$ cat src/rtl/gts_pkg.sv
package gts_pkg;

   // Source of the stop condition that ends an armed channel's wait.
   typedef enum logic {
      STOP_ON_TICK = 1'b0,
      STOP_ON_EXT  = 1'b1
   } stop_src_e;

   // Legal range for the coarse counter width.
   localparam int unsigned GTS_MIN_COARSE = 2;
   localparam int unsigned GTS_MAX_COARSE = 31;

   // Counter implementation variants.
   localparam int unsigned GTS_CNT_SHADOW = 0;   // binary shadow register
   localparam int unsigned GTS_CNT_DECODE = 1;   // Gray register only

endpackage

$ cat src/rtl/gts_gray_counter.sv
module gts_gray_counter
   import gts_pkg::*;
#(
   parameter int unsigned WIDTH = 12,
   parameter int unsigned IMPL  = GTS_CNT_SHADOW
) (
   input  logic             clk,
   input  logic             rst,
   output logic [WIDTH-1:0] gray_o,
   output logic [WIDTH-1:0] gray_nxt_o
);

   localparam logic [WIDTH-1:0] TOP_GRAY = {1'b1, {(WIDTH-1){1'b0}}};

   function automatic logic [WIDTH-1:0] to_gray(input logic [WIDTH-1:0] b);
      return b ^ (b >> 1);
   endfunction

   function automatic logic [WIDTH-1:0] to_bin(input logic [WIDTH-1:0] g);
      logic [WIDTH-1:0] b;
      b[WIDTH-1] = g[WIDTH-1];
      for (int i = int'(WIDTH) - 2; i >= 0; i--) begin
         b[i] = b[i+1] ^ g[i];
      end
      return b;
   endfunction

   logic [WIDTH-1:0] gray_q;

   if (IMPL == GTS_CNT_SHADOW) begin : g_shadow
      logic [WIDTH-1:0] bin_q;
      logic [WIDTH-1:0] bin_inc;

      assign bin_inc    = bin_q + 1'b1;
      assign gray_nxt_o = to_gray(bin_inc);

      always_ff @(posedge clk) begin
         if (rst) begin
            bin_q  <= '0;
            gray_q <= '0;
         end else begin
            bin_q  <= bin_inc;
            gray_q <= to_gray(bin_inc);
         end
      end
   end else begin : g_decode
      logic [WIDTH-1:0] bin_now;

      assign bin_now    = to_bin(gray_q);
      assign gray_nxt_o = to_gray(bin_now + 1'b1);

      always_ff @(posedge clk) begin
         if (rst) begin
            gray_q <= '0;
         end else begin
            gray_q <= gray_nxt_o;
         end
      end
   end

   assign gray_o = gray_q;

   if (IMPL > GTS_CNT_DECODE) begin : g_bad_impl
      $error("gts_gray_counter: IMPL must be 0 or 1");
   end

   // one bit changes between consecutive counter values
   assert_one_bit_step_R1: assert property (@(posedge clk) disable iff (rst)
      !$past(rst) |-> $countones(gray_q ^ $past(gray_q)) == 1);

   // counter is zero in the cycle after a reset edge
   assert_reset_zero_R2: assert property (@(posedge clk) disable iff (rst)
      $past(rst) |-> gray_q == '0);

   // the only way back to zero outside reset is from the top code
   assert_wrap_from_top_R9: assert property (@(posedge clk) disable iff (rst)
      (!$past(rst) && gray_q == '0) |-> $past(gray_q) == TOP_GRAY);

endmodule

$ cat src/rtl/gts_chan_capture.sv
module gts_chan_capture
   import gts_pkg::*;
#(
   parameter int unsigned COARSE_W = 12,
   parameter int unsigned FINE_W   = 8,
   localparam int unsigned STAMP_W = COARSE_W + FINE_W
) (
   input  logic                clk,
   input  logic                rst,
   input  logic                peak_i,
   input  logic                ext_stop_i,
   input  stop_src_e           stop_src_i,
   input  logic [COARSE_W-1:0] coarse_nxt_i,
   input  logic [FINE_W-1:0]   fine_i,
   output logic [STAMP_W-1:0]  stamp_o,
   output logic                valid_o
);

   logic               armed_q;
   logic               stop_hit;
   logic               valid_q;
   logic [STAMP_W-1:0] stamp_q;

   always_comb begin
      unique case (stop_src_i)
         STOP_ON_EXT:  stop_hit = armed_q & ext_stop_i;
         default:      stop_hit = armed_q;
      endcase
   end

   always_ff @(posedge clk) begin
      if (rst) begin
         armed_q <= 1'b0;
         valid_q <= 1'b0;
         stamp_q <= '0;
      end else begin
         armed_q <= (armed_q & ~stop_hit) | peak_i;
         valid_q <= stop_hit;
         if (stop_hit) begin
            stamp_q <= {coarse_nxt_i, fine_i};
         end
      end
   end

   assign stamp_o = stamp_q;
   assign valid_o = valid_q;

   // nothing armed or valid right after a reset edge
   assert_reset_idle_R2: assert property (@(posedge clk) disable iff (rst)
      $past(rst) |-> (!armed_q && !valid_q && stamp_q == '0));

   // a peak always leaves the channel armed
   assert_peak_arms_R3: assert property (@(posedge clk) disable iff (rst)
      peak_i |=> armed_q);

   // tick mode captures an armed channel on the next edge
   assert_tick_capture_R4: assert property (@(posedge clk) disable iff (rst)
      (armed_q && stop_src_i == STOP_ON_TICK) |=> valid_o);

   // external mode captures when the stop arrives
   assert_ext_capture_R5: assert property (@(posedge clk) disable iff (rst)
      (armed_q && stop_src_i == STOP_ON_EXT && ext_stop_i) |=> valid_o);

   // no capture without a prior arm
   assert_no_unarmed_capture_R6: assert property (@(posedge clk) disable iff (rst)
      !armed_q |=> !valid_o);

   // external mode without a stop keeps waiting
   assert_ext_waits_R6: assert property (@(posedge clk) disable iff (rst)
      (stop_src_i == STOP_ON_EXT && !ext_stop_i) |=> !valid_o);

   // stamp holds when no capture happened
   assert_stamp_hold_R8: assert property (@(posedge clk) disable iff (rst)
      (!valid_o && !$past(rst)) |-> $stable(stamp_o));

endmodule

$ cat src/rtl/gray_stamp_latch.sv
module gray_stamp_latch
   import gts_pkg::*;
#(
   parameter int unsigned NUM_CH   = 4,
   parameter int unsigned COARSE_W = 12,
   parameter int unsigned FINE_W   = 8,
   parameter int unsigned CNT_IMPL = GTS_CNT_SHADOW,
   localparam int unsigned STAMP_W = COARSE_W + FINE_W
) (
   input  logic                      clk,
   input  logic                      rst,
   input  logic [NUM_CH-1:0]         peak_i,
   input  logic                      ext_stop_i,
   input  logic                      stop_sel_i,
   input  logic [NUM_CH*FINE_W-1:0]  fine_i,
   output logic [NUM_CH*STAMP_W-1:0] stamp_o,
   output logic [NUM_CH-1:0]         valid_o
);

   if (COARSE_W < GTS_MIN_COARSE || COARSE_W > GTS_MAX_COARSE) begin : g_bad_coarse
      $error("gray_stamp_latch: COARSE_W out of range");
   end
   if (FINE_W < 1) begin : g_bad_fine
      $error("gray_stamp_latch: FINE_W must be at least 1");
   end
   if (NUM_CH < 1) begin : g_bad_ch
      $error("gray_stamp_latch: NUM_CH must be at least 1");
   end

   logic [COARSE_W-1:0] gray_cur;
   logic [COARSE_W-1:0] gray_nxt;
   stop_src_e           stop_src;

   assign stop_src = stop_src_e'(stop_sel_i);

   gts_gray_counter #(
      .WIDTH (COARSE_W),
      .IMPL  (CNT_IMPL)
   ) i_counter (
      .clk        (clk),
      .rst        (rst),
      .gray_o     (gray_cur),
      .gray_nxt_o (gray_nxt)
   );

   for (genvar c = 0; c < NUM_CH; c++) begin : g_chan
      gts_chan_capture #(
         .COARSE_W (COARSE_W),
         .FINE_W   (FINE_W)
      ) i_capture (
         .clk          (clk),
         .rst          (rst),
         .peak_i       (peak_i[c]),
         .ext_stop_i   (ext_stop_i),
         .stop_src_i   (stop_src),
         .coarse_nxt_i (gray_nxt),
         .fine_i       (fine_i[c*FINE_W +: FINE_W]),
         .stamp_o      (stamp_o[c*STAMP_W +: STAMP_W]),
         .valid_o      (valid_o[c])
      );

      // a capture holds the counter value reached on its own edge
      assert_coarse_matches_R7: assert property (@(posedge clk) disable iff (rst)
         valid_o[c] |-> stamp_o[c*STAMP_W + FINE_W +: COARSE_W] == gray_cur);
   end

endmodule

$ cat config.mk
export PLATFORM = sky130hd
export DESIGN_NAME = gray_stamp_latch
export DESIGN_NICKNAME = d
export VERILOG_FILES = /design/src/rtl/gts_pkg.sv /design/src/rtl/gts_gray_counter.sv /design/src/rtl/gts_chan_capture.sv /design/src/rtl/gray_stamp_latch.sv
export SDC_FILE = /design/constraint.sdc
export NUM_CORES = 1
export LEC_CHECK = 0
export ABC_AREA = 1
export BUFFER_PORTS_ARGS = -buffer_cell sky130_fd_sc_hd__buf_2
export CAP_MARGIN = 30
export CELL_PAD_IN_SITES_DETAIL_PLACEMENT = 0
export CELL_PAD_IN_SITES_GLOBAL_PLACEMENT = 2
export CORE_MARGIN = 4
export CORE_UTILIZATION = 28
export CTS_BUF_LIST = sky130_fd_sc_hd__clkbuf_4 sky130_fd_sc_hd__clkbuf_8 sky130_fd_sc_hd__clkbuf_16
export CTS_CLUSTER_DIAMETER = 50
export DETAILED_ROUTE_END_ITERATION = 12
export PLACE_DENSITY = 0.91
export SLEW_MARGIN = 0
export SYNTH_ARGS = -nofsm -noshare
export SYNTH_HDL_FRONTEND = slang
export SYNTH_SLANG_ARGS = --single-unit
export TNS_END_PERCENT = 50
$ cat constraint.sdc
create_clock -name clk -period 1.6 [get_ports clk]
set_input_delay 0.16 -clock clk [delete_from_list [all_inputs] [get_ports clk]]
set_output_delay 0.16 -clock clk [all_outputs]
set_load 0.03 [all_outputs]
==> summary.md, run 1 <==
| Metric | Value |
|---|---|
| Outcome | finished, final reports clean |
| Sequential fraction of the synthesis area | roughly half |
| Largest area contributor in the netlist | dfxtp_1 |
| Fin nets | 730 |
| DRT iter0 DRCs | 132 |
| Post-synth cell types | 29 |
| Detailed Routing Iterations Pass 1 | 4 |
| Finish-stage setup viols | 0 |
| Routability congestion estimate | ~0.76 |
| Core Area | 0.0145 mm² |
| Total track usage | 13.6% |
| H-tree depth | 3 |
| Max Cap Violations | 0 |
| Fin Clk Skew | 10.3 ps |
| Worst slew pin tran | 391 ps |
| Routed wire length | 11300 µm |
| DRC | 0 |
| Initial antenna violation count | 0 |
| PwrDens | approximately 1100 mW/mm² |
| Die height | 130 µm |
| CTS buffer count | 9 |
| Synthesized area | 0.00415 mm² |
| Via count | just under 4000 |
| Placed Area | approximately 0.0050 mm² |
| Met3 usage | 5.57% |
| Area contributors post-synth | dfxtp_1 (48%), nor2_1 (15%), nand2_1 (6.6%), inv_1 (6.2%), o21ai_0 (5.4%) |
| Clk_lat worst skew | 350 ps |
| CP Data Arrival Time | 1730 ps |
| DP Wirelength | ~8000 µm |
| Die Span X | 130 µm |
| Syn-to-layout area delta | 28.7% |
| Mapped Nets | 611 |
| Vias in the first global route | roughly 3800 |
| Tmin final | 1490 ps |
| CP max FO | 5 |
| Layout cells sized above 1 | 27.8% |
| Vias per cell | 4.39 |
| GR peak layer | met2 |
| DP Cell Count | around 860 |
| Design area | 0.00534 mm² |
| FF+latch count, synth | 100 |
| RSZ-0062 raised after global routing | no |
| Leakage | 2.81 nW |
| Final hold vios | 0 |
| Port Buffers | between 100 and 150 |
| Fin crit share | 93.0% |
| YS warnings | 0 |
| Hold WC Path Type | in -> reg |
| CP max stage cell | dfxtp_2 |
| CP bufs+invs | 3 |
| Overall Power | just under 6 mW |
| Setup TNS | 0 ps |
| Clock buffer depth | 2 |
| First-pass GRT wire length | around 18000 µm |
| Kind of cell adding the most delay to the critical path | buffers and inverters |
| GR Util met1 | 15.6% |
| Synth Instances | 570 |
| Final Max Slew Viols | 0 |
| Critical Path RT | 1850 ps |
| CTS clk-pin slew, worst paths | 70 ps |
| Slew HR | roughly 74% |
| Critical-path cell list | buf_4 -> inv_1 -> nor2_8 -> nand2_1 -> nand2_2 -> xor2_4 -> o21ai_1 -> inv_1 |
| Top FF cell, synth | dfxtp_1 |
| Largest net degree at the start of global routing | 37 |
| Worst slack at placement | between 30 and 40 ps |
| Post-synth top area share | 48.3% |
| Startpoint Class | flip-flop |
| Mean Syn Cell Area | 7.27 µm² |
| Top post-synthesis cells by count | nor2_1 (167), dfxtp_1 (100), nand2_1 (73) |
| Drt wl/cell | 12.8 µm |
| Peak VDD IR | 0.000702 V |
| Initial Util | 28.5% |
| Largest stage delay on the critical path | between 300 and 400 ps |
| FP Rows | 44 |
| Crit end category | flip-flop |
| CP dominant cell by count | inv_1 |
| Diodes inserted | 0 |
| Grt ovf | 0 |
| Most frequent cell after synthesis | nor2_1 |
| Setup slack after layout | ~110 ps |
| Root buf cell | clkbuf_16 |
| Max Freq | between 0.6 and 0.7 GHz |
| CTS sink count | 100 |
| Ys async rst share | 0% |
| IO Count | 124 |
| Critical path class | reg -> reg |
| Finished Layout Cells | 878 |
| Number of synthesized flops with an enable pin | 0 |
| Die ar. | 0.0168 mm² |
| Met2 Use GR | 23.8% |
| CTS tree | done |
| ANT nets after route | 0 |
-- metrics by stage --
stage	hold WS, ps	util (%)
CTS	31.1	36.2
global route	27.0	36.7
finish	50.8	36.7
floorplan	294	-
detailed placement	407	34.2
global placement	404	34.2
-- per-layer routing --
layer  wire length, µm  vias up
met5                 0        -
met4               137        0
met3               862       11
met2              5440      103
met1              4810     1761
li1                  -     1981
-- registers in the layout (all words and copies together), names as in the netlist --
register,count
g_chan.i_capture.stamp_o,80
g_chan.i_capture.armed_q,4
i_counter.g_shadow.bin_q,12
g_chan.i_capture.valid_o,4
-- path summary, 6_finish.rpt --
path,from,cells past startpoint,slack [ps],endpoint
setup / recovery,i_counter.g_shadow.bin_q[0],8,110,g_chan[1].i_capture.stamp_o[11]
hold / removal,peak_i[1],3,50,g_chan[1].i_capture.armed_q
setup reg to reg,i_counter.g_shadow.bin_q[0],8,110,g_chan[1].i_capture.stamp_o[11]
hold reg to reg,g_chan[2].i_capture.armed_q,2,460,g_chan[2].i_capture.armed_q
-- worst register-to-register path, stage by stage, from the launching register on --
cell     delay, ps
dfxtp_2        340
buf_4          140
inv_1          210
nor2_8          60
nand2_1         70
nand2_2        120
xor2_4         230
o21ai_1        160
inv_1           50
-- kinds of logic (layout without fill, tap and decap cells) --
kind of cell,after synthesis,in the layout,share of synthesized area (%)
AO/OA/AOI/OAI,62,62,7.82
adder cells (fa/ha/maj),1,1,0.302
buffers and inverters,101,224,10.9
XOR/XNOR,7,7,1.84
AND/OR/NAND/NOR,299,300,30.9
flip-flops,100,100,48.3
-- final cells by class --
class / instances / area, µm²
Fill cell: 1579 / 9200
Sequential cell: 100 / 2010
Multi-Input combinational cell: 370 / 1760
Timing Repair Buffer: 138 / 778
Clock buffer: 12 / 267
Inverter: 70 / 263
Tap cell: 184 / 230
Clock inverter: 4 / 30.0
-- placed cells by master (no fill, tap or decap), types with 9 or more instances in the layout --
cell type and n:
o21ai_0 44, nor2_1 165, inv_1 68, nand2_2 15, dfxtp_1 96, clkbuf_16 9, nand3_1 32, buf_4 11
buf_2 123, nand2_1 70
-- where the power goes --
group,switching [mW],internal [mW]
sequential,0.0820,2.64
clock,0.964,1.19
combinational,0.657,0.314
total,1.70,4.15
-- repair_timing --
item | 4_1_cts | 5_1_grt
setup endpoints to repair | 0 | 40
hold buffers | 0 | 0
setup buffers | 0 | 0
resized for setup | 0 | 17
endpoints found under the hold margin | 0 | 0
(Power assumes the default switching activity.)
==> run 2: changes to the inputs <==
==> constraint.sdc (replaced) <==
create_clock -name clk -period 1.6 [get_ports clk]
set_input_delay 0.32 -clock clk [delete_from_list [all_inputs] [get_ports clk]]
set_output_delay 0.32 -clock clk [all_outputs]
set_load 0.03 [all_outputs]
==> summary.md, run 2 (synthesis results as in run 1) <==
| Metric | Value |
|---|---|
| Outcome | finished, final reports clean (unchanged) |
| Setup slack after layout | 111 ps (was 112 ps) |
| First-pass GRT wire length | 18300 µm (about the same) |
| Largest register FFs | 80 (unchanged) |
| Critical Path RT | 1850 ps (about the same) |
| Multi-input gate area | 0.00173 mm² (was 0.00176 mm²) |
| Vias per cell | 4.39 (about the same) |
| Port Buffers | 123 (unchanged) |
| Setup TNS | 0 ps (unchanged) |
| Crit end category | flip-flop (unchanged) |
| CP max FO | 9 (was 5) |
| Detailed Routing Iterations Pass 1 | 8 (was 4) |
| Hold Crit Start | peak_i[1] (unchanged) |
| Root buf cell | clkbuf_16 (unchanged) |
| Total track usage | 13.7% (was 13.6%) |
| WHS Path Cells | 3 (unchanged) |
| Diodes inserted | 0 (unchanged) |
| DP Cell Count | 862 (was 861) |
| Finished Layout Cells | 880 (was 878) |
| Tmin final | 1490 ps (about the same) |
| GR peak layer | met2 (unchanged) |
| Core Area | 0.0145 mm² (unchanged) |
| Critical Path Start | i_counter.g_shadow.bin_q[0] (unchanged) |
| Drt wl/cell | 12.8 µm (about the same) |
| Die ar. | 0.0168 mm² (unchanged) |
| RSZ-0062 raised after global routing | yes (was no) |
| Initial Util | 28.5% (unchanged) |
| PwrDens | 1140 mW/mm² (was 1100 mW/mm²) |
| Most common cell after layout, fill and taps aside | nor2_1 (unchanged) |
| Grt ovf | 0 (unchanged) |
| Met2 Use GR | 24.1% (was 23.8%) |
| CTS sink count | 100 (unchanged) |
| Hold-fix buffers, CTS | 0 (unchanged) |
| Met3 usage | 5.81% (was 5.57%) |
| Clk_lat worst skew | 350 ps (about the same) |
| Startpoint Class | flip-flop (unchanged) |
| Via count | 3863 (was 3856) |
| Fillers | 1593 (was 1579) |
| Vias in the first global route | 3854 (was 3832) |
| Routability congestion estimate | 0.761 (was 0.764) |
| ANT nets after route | 0 (unchanged) |
| Fin crit share | 93.1% (was 93.0%) |
| H-tree depth | 3 (unchanged) |
| Die Span X | 130 µm (unchanged) |
| Routed wire length | 11300 µm (about the same) |
| Final Hold Slack | 209 ps (was 50.8 ps) |
| Fin Clk Skew | 6.43 ps (was 10.3 ps) |
| Slew HR | 73.0% (was 74.0%) |
| GR Util met1 | 15.2% (was 15.6%) |
| Commonest cells after routing, fill and taps aside | nor2_1 (164), buf_2 (123), dfxtp_1 (97) (was nor2_1 (165), buf_2 (123), dfxtp_1 (96)) |
| Critical path class | reg -> reg (unchanged) |
| Fin nets | 732 (was 730) |
| Register area | 0.00201 mm² (about the same) |
| IO Count | 124 (unchanged) |
| Overall Power | 6.07 mW (was 5.85 mW) |
| Clock buffer depth | 2 (unchanged) |
| CTS tree | done (unchanged) |
| CTS clk-pin slew, worst paths | 70 ps (about the same) |
| Max Freq | 0.672 GHz (about the same) |
| Finish-stage setup viols | 0 (unchanged) |
| Layout cells sized above 1 | 28.3% (was 27.8%) |
| Worst slack at placement | 37.2 ps (was 38.2 ps) |
| Final Max Slew Viols | 0 (unchanged) |
| Die height | 130 µm (unchanged) |
| DP Wirelength | 8260 µm (was 8120 µm) |
| Max Cap Violations | 0 (unchanged) |
| Largest net degree at the start of global routing | 37 (unchanged) |
| Hold WC Path Type | in -> reg (unchanged) |
| Initial antenna violation count | 0 (unchanged) |
| Peak VDD IR | 0.000749 V (was 0.000702 V) |
| CP Data Arrival Time | 1740 ps (was 1730 ps) |
| DRC | 0 (unchanged) |
| Final hold vios | 0 (unchanged) |
| Syn-to-layout area delta | 29.0% (was 28.7%) |
| Cell count of the worst reg-to-reg path | 10 (was 8) |
| FP Rows | 44 (unchanged) |
| DRT iter0 DRCs | 141 (was 132) |
| CTS buffer count | 9 (unchanged) |
| Worst slew pin tran | 405 ps (was 391 ps) |
| Leakage | 2.84 nW (was 2.81 nW) |
| FF-to-FF Start | i_counter.g_shadow.bin_q[0] (unchanged) |
==> run 2: area by class of cell <==
type	count	share of cell area, %
clock buffers	11	4.49
clock inverters	5	1.54
inverters	70	4.91
multi-input cells	369	32.3
flip-flops and latches	100	37.5
well taps	184	4.31
repair buffers	141	15.0
==> run 2: final timing paths <==
| kind | to | slack, ps |
|---|---|---|
| max | g_chan[3].i_capture.stamp_o[17] | 110 |
| min | g_chan[1].i_capture.armed_q | 210 |
| max reg2reg | g_chan[3].i_capture.stamp_o[17] | 110 |
| min reg2reg | g_chan[1].i_capture.armed_q | 460 |
==> run 2: metrics by stage <==
stage          utilization [%]  instance area, µm²
3_5_place_dp              34.2                4970
3_3_place_gp              34.2                4970
5_1_grt                   36.8                5350
2_1_floorplan                -                4150
4_1_cts                   36.4                5300
6_report                  36.8                5350
==> run 2: metal layers <==
| metal | share of wire [%] | up-vias |
|---|---|---|
| met1 | 41 | 1751 |
| met4 | 1.6 | 0 |
| met2 | 49 | 118 |
| met5 | 0 | - |
| met3 | 8.2 | 14 |
| li1 | - | 1980 |
==> run 2: power breakdown <==
| group | internal (mW) | switching, mW | total, mW | leakage, nW |
|---|---|---|---|---|
| registers | 2.64 | 0.0795 | 2.72 | 0.822 |
| logic | 0.311 | 0.652 | 0.963 | 1.86 |
| clock network | 1.42 | 0.973 | 2.39 | 0.161 |
| total | 4.37 | 1.70 | 6.07 | 2.84 |
==> run 2: what timing repair did <==
action / 4_1_cts / 5_1_grt
resized for setup: 0 / 14
setup endpoints to repair: 0 / 36
buffers inserted: 0 / 2
==> run 2: worst max-delay path, cell delays in order, from the launching register on <==
cell	delay [ps]
dfxtp_1	330
buf_4	130
inv_1	80
nor2_8	190
nand3_1	130
nand2_1	90
nand2_1	90
nand2_2	120
nand3_1	120
nand2_1	80
inv_1	30
==> run 3: changes to the inputs <==
--- a/config.mk
+++ b/config.mk
@@ -8,14 +8,14 @@
 export ABC_AREA = 1
 export BUFFER_PORTS_ARGS = -buffer_cell sky130_fd_sc_hd__buf_2
 export CAP_MARGIN = 30
-export CELL_PAD_IN_SITES_DETAIL_PLACEMENT = 0
-export CELL_PAD_IN_SITES_GLOBAL_PLACEMENT = 2
+export CELL_PAD_IN_SITES_DETAIL_PLACEMENT = 1
+export CELL_PAD_IN_SITES_GLOBAL_PLACEMENT = 1
 export CORE_MARGIN = 4
-export CORE_UTILIZATION = 28
+export CORE_UTILIZATION = 36
 export CTS_BUF_LIST = sky130_fd_sc_hd__clkbuf_4 sky130_fd_sc_hd__clkbuf_8 sky130_fd_sc_hd__clkbuf_16
 export CTS_CLUSTER_DIAMETER = 50
 export DETAILED_ROUTE_END_ITERATION = 12
-export PLACE_DENSITY = 0.91
+export PLACE_DENSITY = 0.9
 export SLEW_MARGIN = 0
 export SYNTH_ARGS = -nofsm -noshare
 export SYNTH_HDL_FRONTEND = slang
==> summary.md, run 3 (synthesis results as in run 1) <==
| Metric | Value |
|---|---|
| Outcome | finished, final reports clean (unchanged) |
| Die height | 115 µm (was 130 µm) |
| CTS buffer count | 9 (unchanged) |
| Vias per cell | 4.83 (was 4.39) |
| DP Wirelength | 9220 µm (was 8260 µm) |
| Tmin final | 1540 ps (was 1490 ps) |
| Die Span X | 115 µm (was 130 µm) |
| Largest net degree at the start of global routing | 61 (was 37) |
| CP dominant cell by count | inv_1 (was nand2_1) |
| Finish-stage setup viols | 0 (unchanged) |
| Critical Path Start | i_counter.g_shadow.bin_q[1] (was i_counter.g_shadow.bin_q[0]) |
| Max Cap Violations | 0 (unchanged) |
| First-pass GRT wire length | 20400 µm (was 18300 µm) |
| Initial Util | 37.4% (was 28.5%) |
| Initial antenna violation count | 0 (unchanged) |
| PwrDens | 1150 mW/mm² (was 1140 mW/mm²) |
| Design area | 0.00533 mm² (was 0.00535 mm²) |
| Commonest cells after routing, fill and taps aside | nor2_1 (165), buf_2 (123), dfxtp_1 (95) (was nor2_1 (164), buf_2 (123), dfxtp_1 (97)) |
| Fin Clk Skew | 10.6 ps (was 6.43 ps) |
| H-tree depth | 3 (unchanged) |
| Via count | 4036 (was 3863) |
| Largest register FFs | 80 (unchanged) |
| Die ar. | 0.0133 mm² (was 0.0168 mm²) |
| Hold-fix buffers, CTS | 0 (unchanged) |
| Critical-path cell list | ha_4 -> nand2_2 -> inv_1 -> nor2_2 -> xor2_1 -> o21ai_0 -> inv_1 (was buf_4 -> inv_1 -> nor2_8 -> nand3_1 -> nand2_1 -> nand2_1 -> nand2_2 -> nand3_1 -> nand2_1 -> inv_1) |
| Fillers | 1457 (was 1593) |
| DRT iter0 DRCs | 133 (was 141) |
| Startpoint Class | flip-flop (unchanged) |
| Grt ovf | 0 (unchanged) |
| CTS clk-pin slew, worst paths | 70 ps (about the same) |
| Vias in the first global route | 4315 (was 3854) |
| Leakage | 2.85 nW (was 2.84 nW) |
| Fin nets | 731 (was 732) |
| Clk_lat worst skew | 350 ps (about the same) |
| Kind of cell adding the most delay to the critical path | XOR/XNOR gates (was simple AND/OR/NAND/NOR gates) |
| Setup slack after layout | 60.7 ps (was 111 ps) |
| CP max stage cell | xor2_1 (was dfxtp_1) |
| FP Rows | 38 (was 44) |
| CP max FO | 4 (was 9) |
| Syn-to-layout area delta | 28.6% (was 29.0%) |
| Max Freq | 0.650 GHz (was 0.672 GHz) |
| Routed wire length | 12600 µm (was 11300 µm) |
| Final hold vios | 0 (unchanged) |
| Routability congestion estimate | 0.807 (was 0.761) |
| Layout cells sized above 1 | 28.3% (about the same) |
| Final Hold Slack | 205 ps (was 209 ps) |
| ANT nets after route | 0 (unchanged) |
| Critical Path RT | 1890 ps (was 1850 ps) |
| IO Count | 124 (unchanged) |
| Core Area | 0.0111 mm² (was 0.0145 mm²) |
| Fin crit share | 96.2% (was 93.1%) |
| Crit end category | flip-flop (unchanged) |
| CP Data Arrival Time | 1830 ps (was 1740 ps) |
| FF-to-FF Start | i_counter.g_shadow.bin_q[1] (was i_counter.g_shadow.bin_q[0]) |
| Hold WC Path Type | in -> reg (unchanged) |
| Overall Power | 6.15 mW (was 6.07 mW) |
| CTS sink count | 100 (unchanged) |
| RSZ-0062 raised after global routing | yes (unchanged) |
| Total track usage | 19.3% (was 13.7%) |
| Largest stage delay on the critical path | 380 ps (was 330 ps) |
| Placed Area | 0.00492 mm² (was 0.00497 mm²) |
| Drt wl/cell | 15.1 µm (was 12.8 µm) |
| Diodes inserted | 0 (unchanged) |
| Final Max Slew Viols | 0 (unchanged) |
| Hold Crit Start | peak_i[2] (was peak_i[1]) |
| Peak VDD IR | 0.000733 V (was 0.000749 V) |
| Port Buffers | 123 (unchanged) |
| DRC | 0 (unchanged) |
| Critical path class | reg -> reg (unchanged) |
| Post-CTS Setup Inserts | 0 (unchanged) |
| Clock buffer depth | 2 (unchanged) |
| Slew HR | 72.4% (was 73.0%) |
| Worst slew pin tran | 412 ps (was 405 ps) |
| CTS tree | done (unchanged) |
| Root buf cell | clkbuf_16 (unchanged) |
| Setup TNS | 0 ps (unchanged) |
| Worst slack at placement | -33.0 ps (was 37.2 ps) |
| Most common cell after layout, fill and taps aside | nor2_1 (unchanged) |
| CP bufs+invs | 2 (was 3) |
| Detailed Routing Iterations Pass 1 | 4 (was 8) |
## run 3: cell types whose count changed in the layout (fill, tap and decap cells not counted), moves of 2 or more
cell / delta
buf_4: -2
dfxtp_1: -2
nand2_2: -3
nand2_4: +3
o21ai_0: -5
o21ai_1: +4
## run 3: final timing paths
check                                                       to  slack [ps]  cells after the start
worst min-delay path               g_chan[2].i_capture.armed_q         200                      3
worst max register to register  g_chan[0].i_capture.stamp_o[9]          60                      7
worst min register to register     g_chan[2].i_capture.armed_q         460                      2
worst max-delay path            g_chan[0].i_capture.stamp_o[9]          60                      7
## run 3: per-layer routing
metal | vias to the layer above | wire length (µm) | global-route usage [%]
met1 | 1938 | 5030 | 21.4
met5 | - | 0 | 0
li1 | 1979 | - | -
met3 | 15 | 745 | 5.68
met2 | 104 | 6650 | 35.5
met4 | 0 | 153 | 5.95
## run 3: where the power goes
| group | leakage, nW | switching [mW] | internal, mW | total (mW) |
|---|---|---|---|---|
| combinational | 1.86 | 0.685 | 0.318 | 1.00 |
| clock | 0.165 | 0.954 | 1.46 | 2.41 |
| sequential | 0.823 | 0.0869 | 2.64 | 2.73 |
## run 3: repair_timing
item / CTS / global route
cloned: 0 / 1
resized for setup: 6 / 20
endpoints found under the setup margin: 15 / 38
pin swaps: 3 / 6
## run 3: final cells by class
cell class                      instances  area, µm²  share of cell area [%]
Tap cell                              140        175                    3.28
Clock inverter                          4       77.6                    1.45
Sequential cell                       100       2010                    37.7
Multi-Input combinational cell        370       1770                    33.1
Timing Repair Buffer                  139        786                    14.7
Inverter                               70        263                    4.93
Clock buffer                           12        254                    4.76
## run 3: worst reg2reg max path: stages (launching register included)
cell and delay (ps):
dfxtp_4 360, ha_4 170, nand2_2 100, inv_1 90, nor2_2 160, xor2_1 380, o21ai_0 160, inv_1 70
## run 3: stage by stage
stage	utilization (%)	cells
after floorplan	-	570
after global placement	44.4	818
after detailed placement	44.4	818
after CTS	47.6	834
after global routing	48.1	835
final	48.1	835
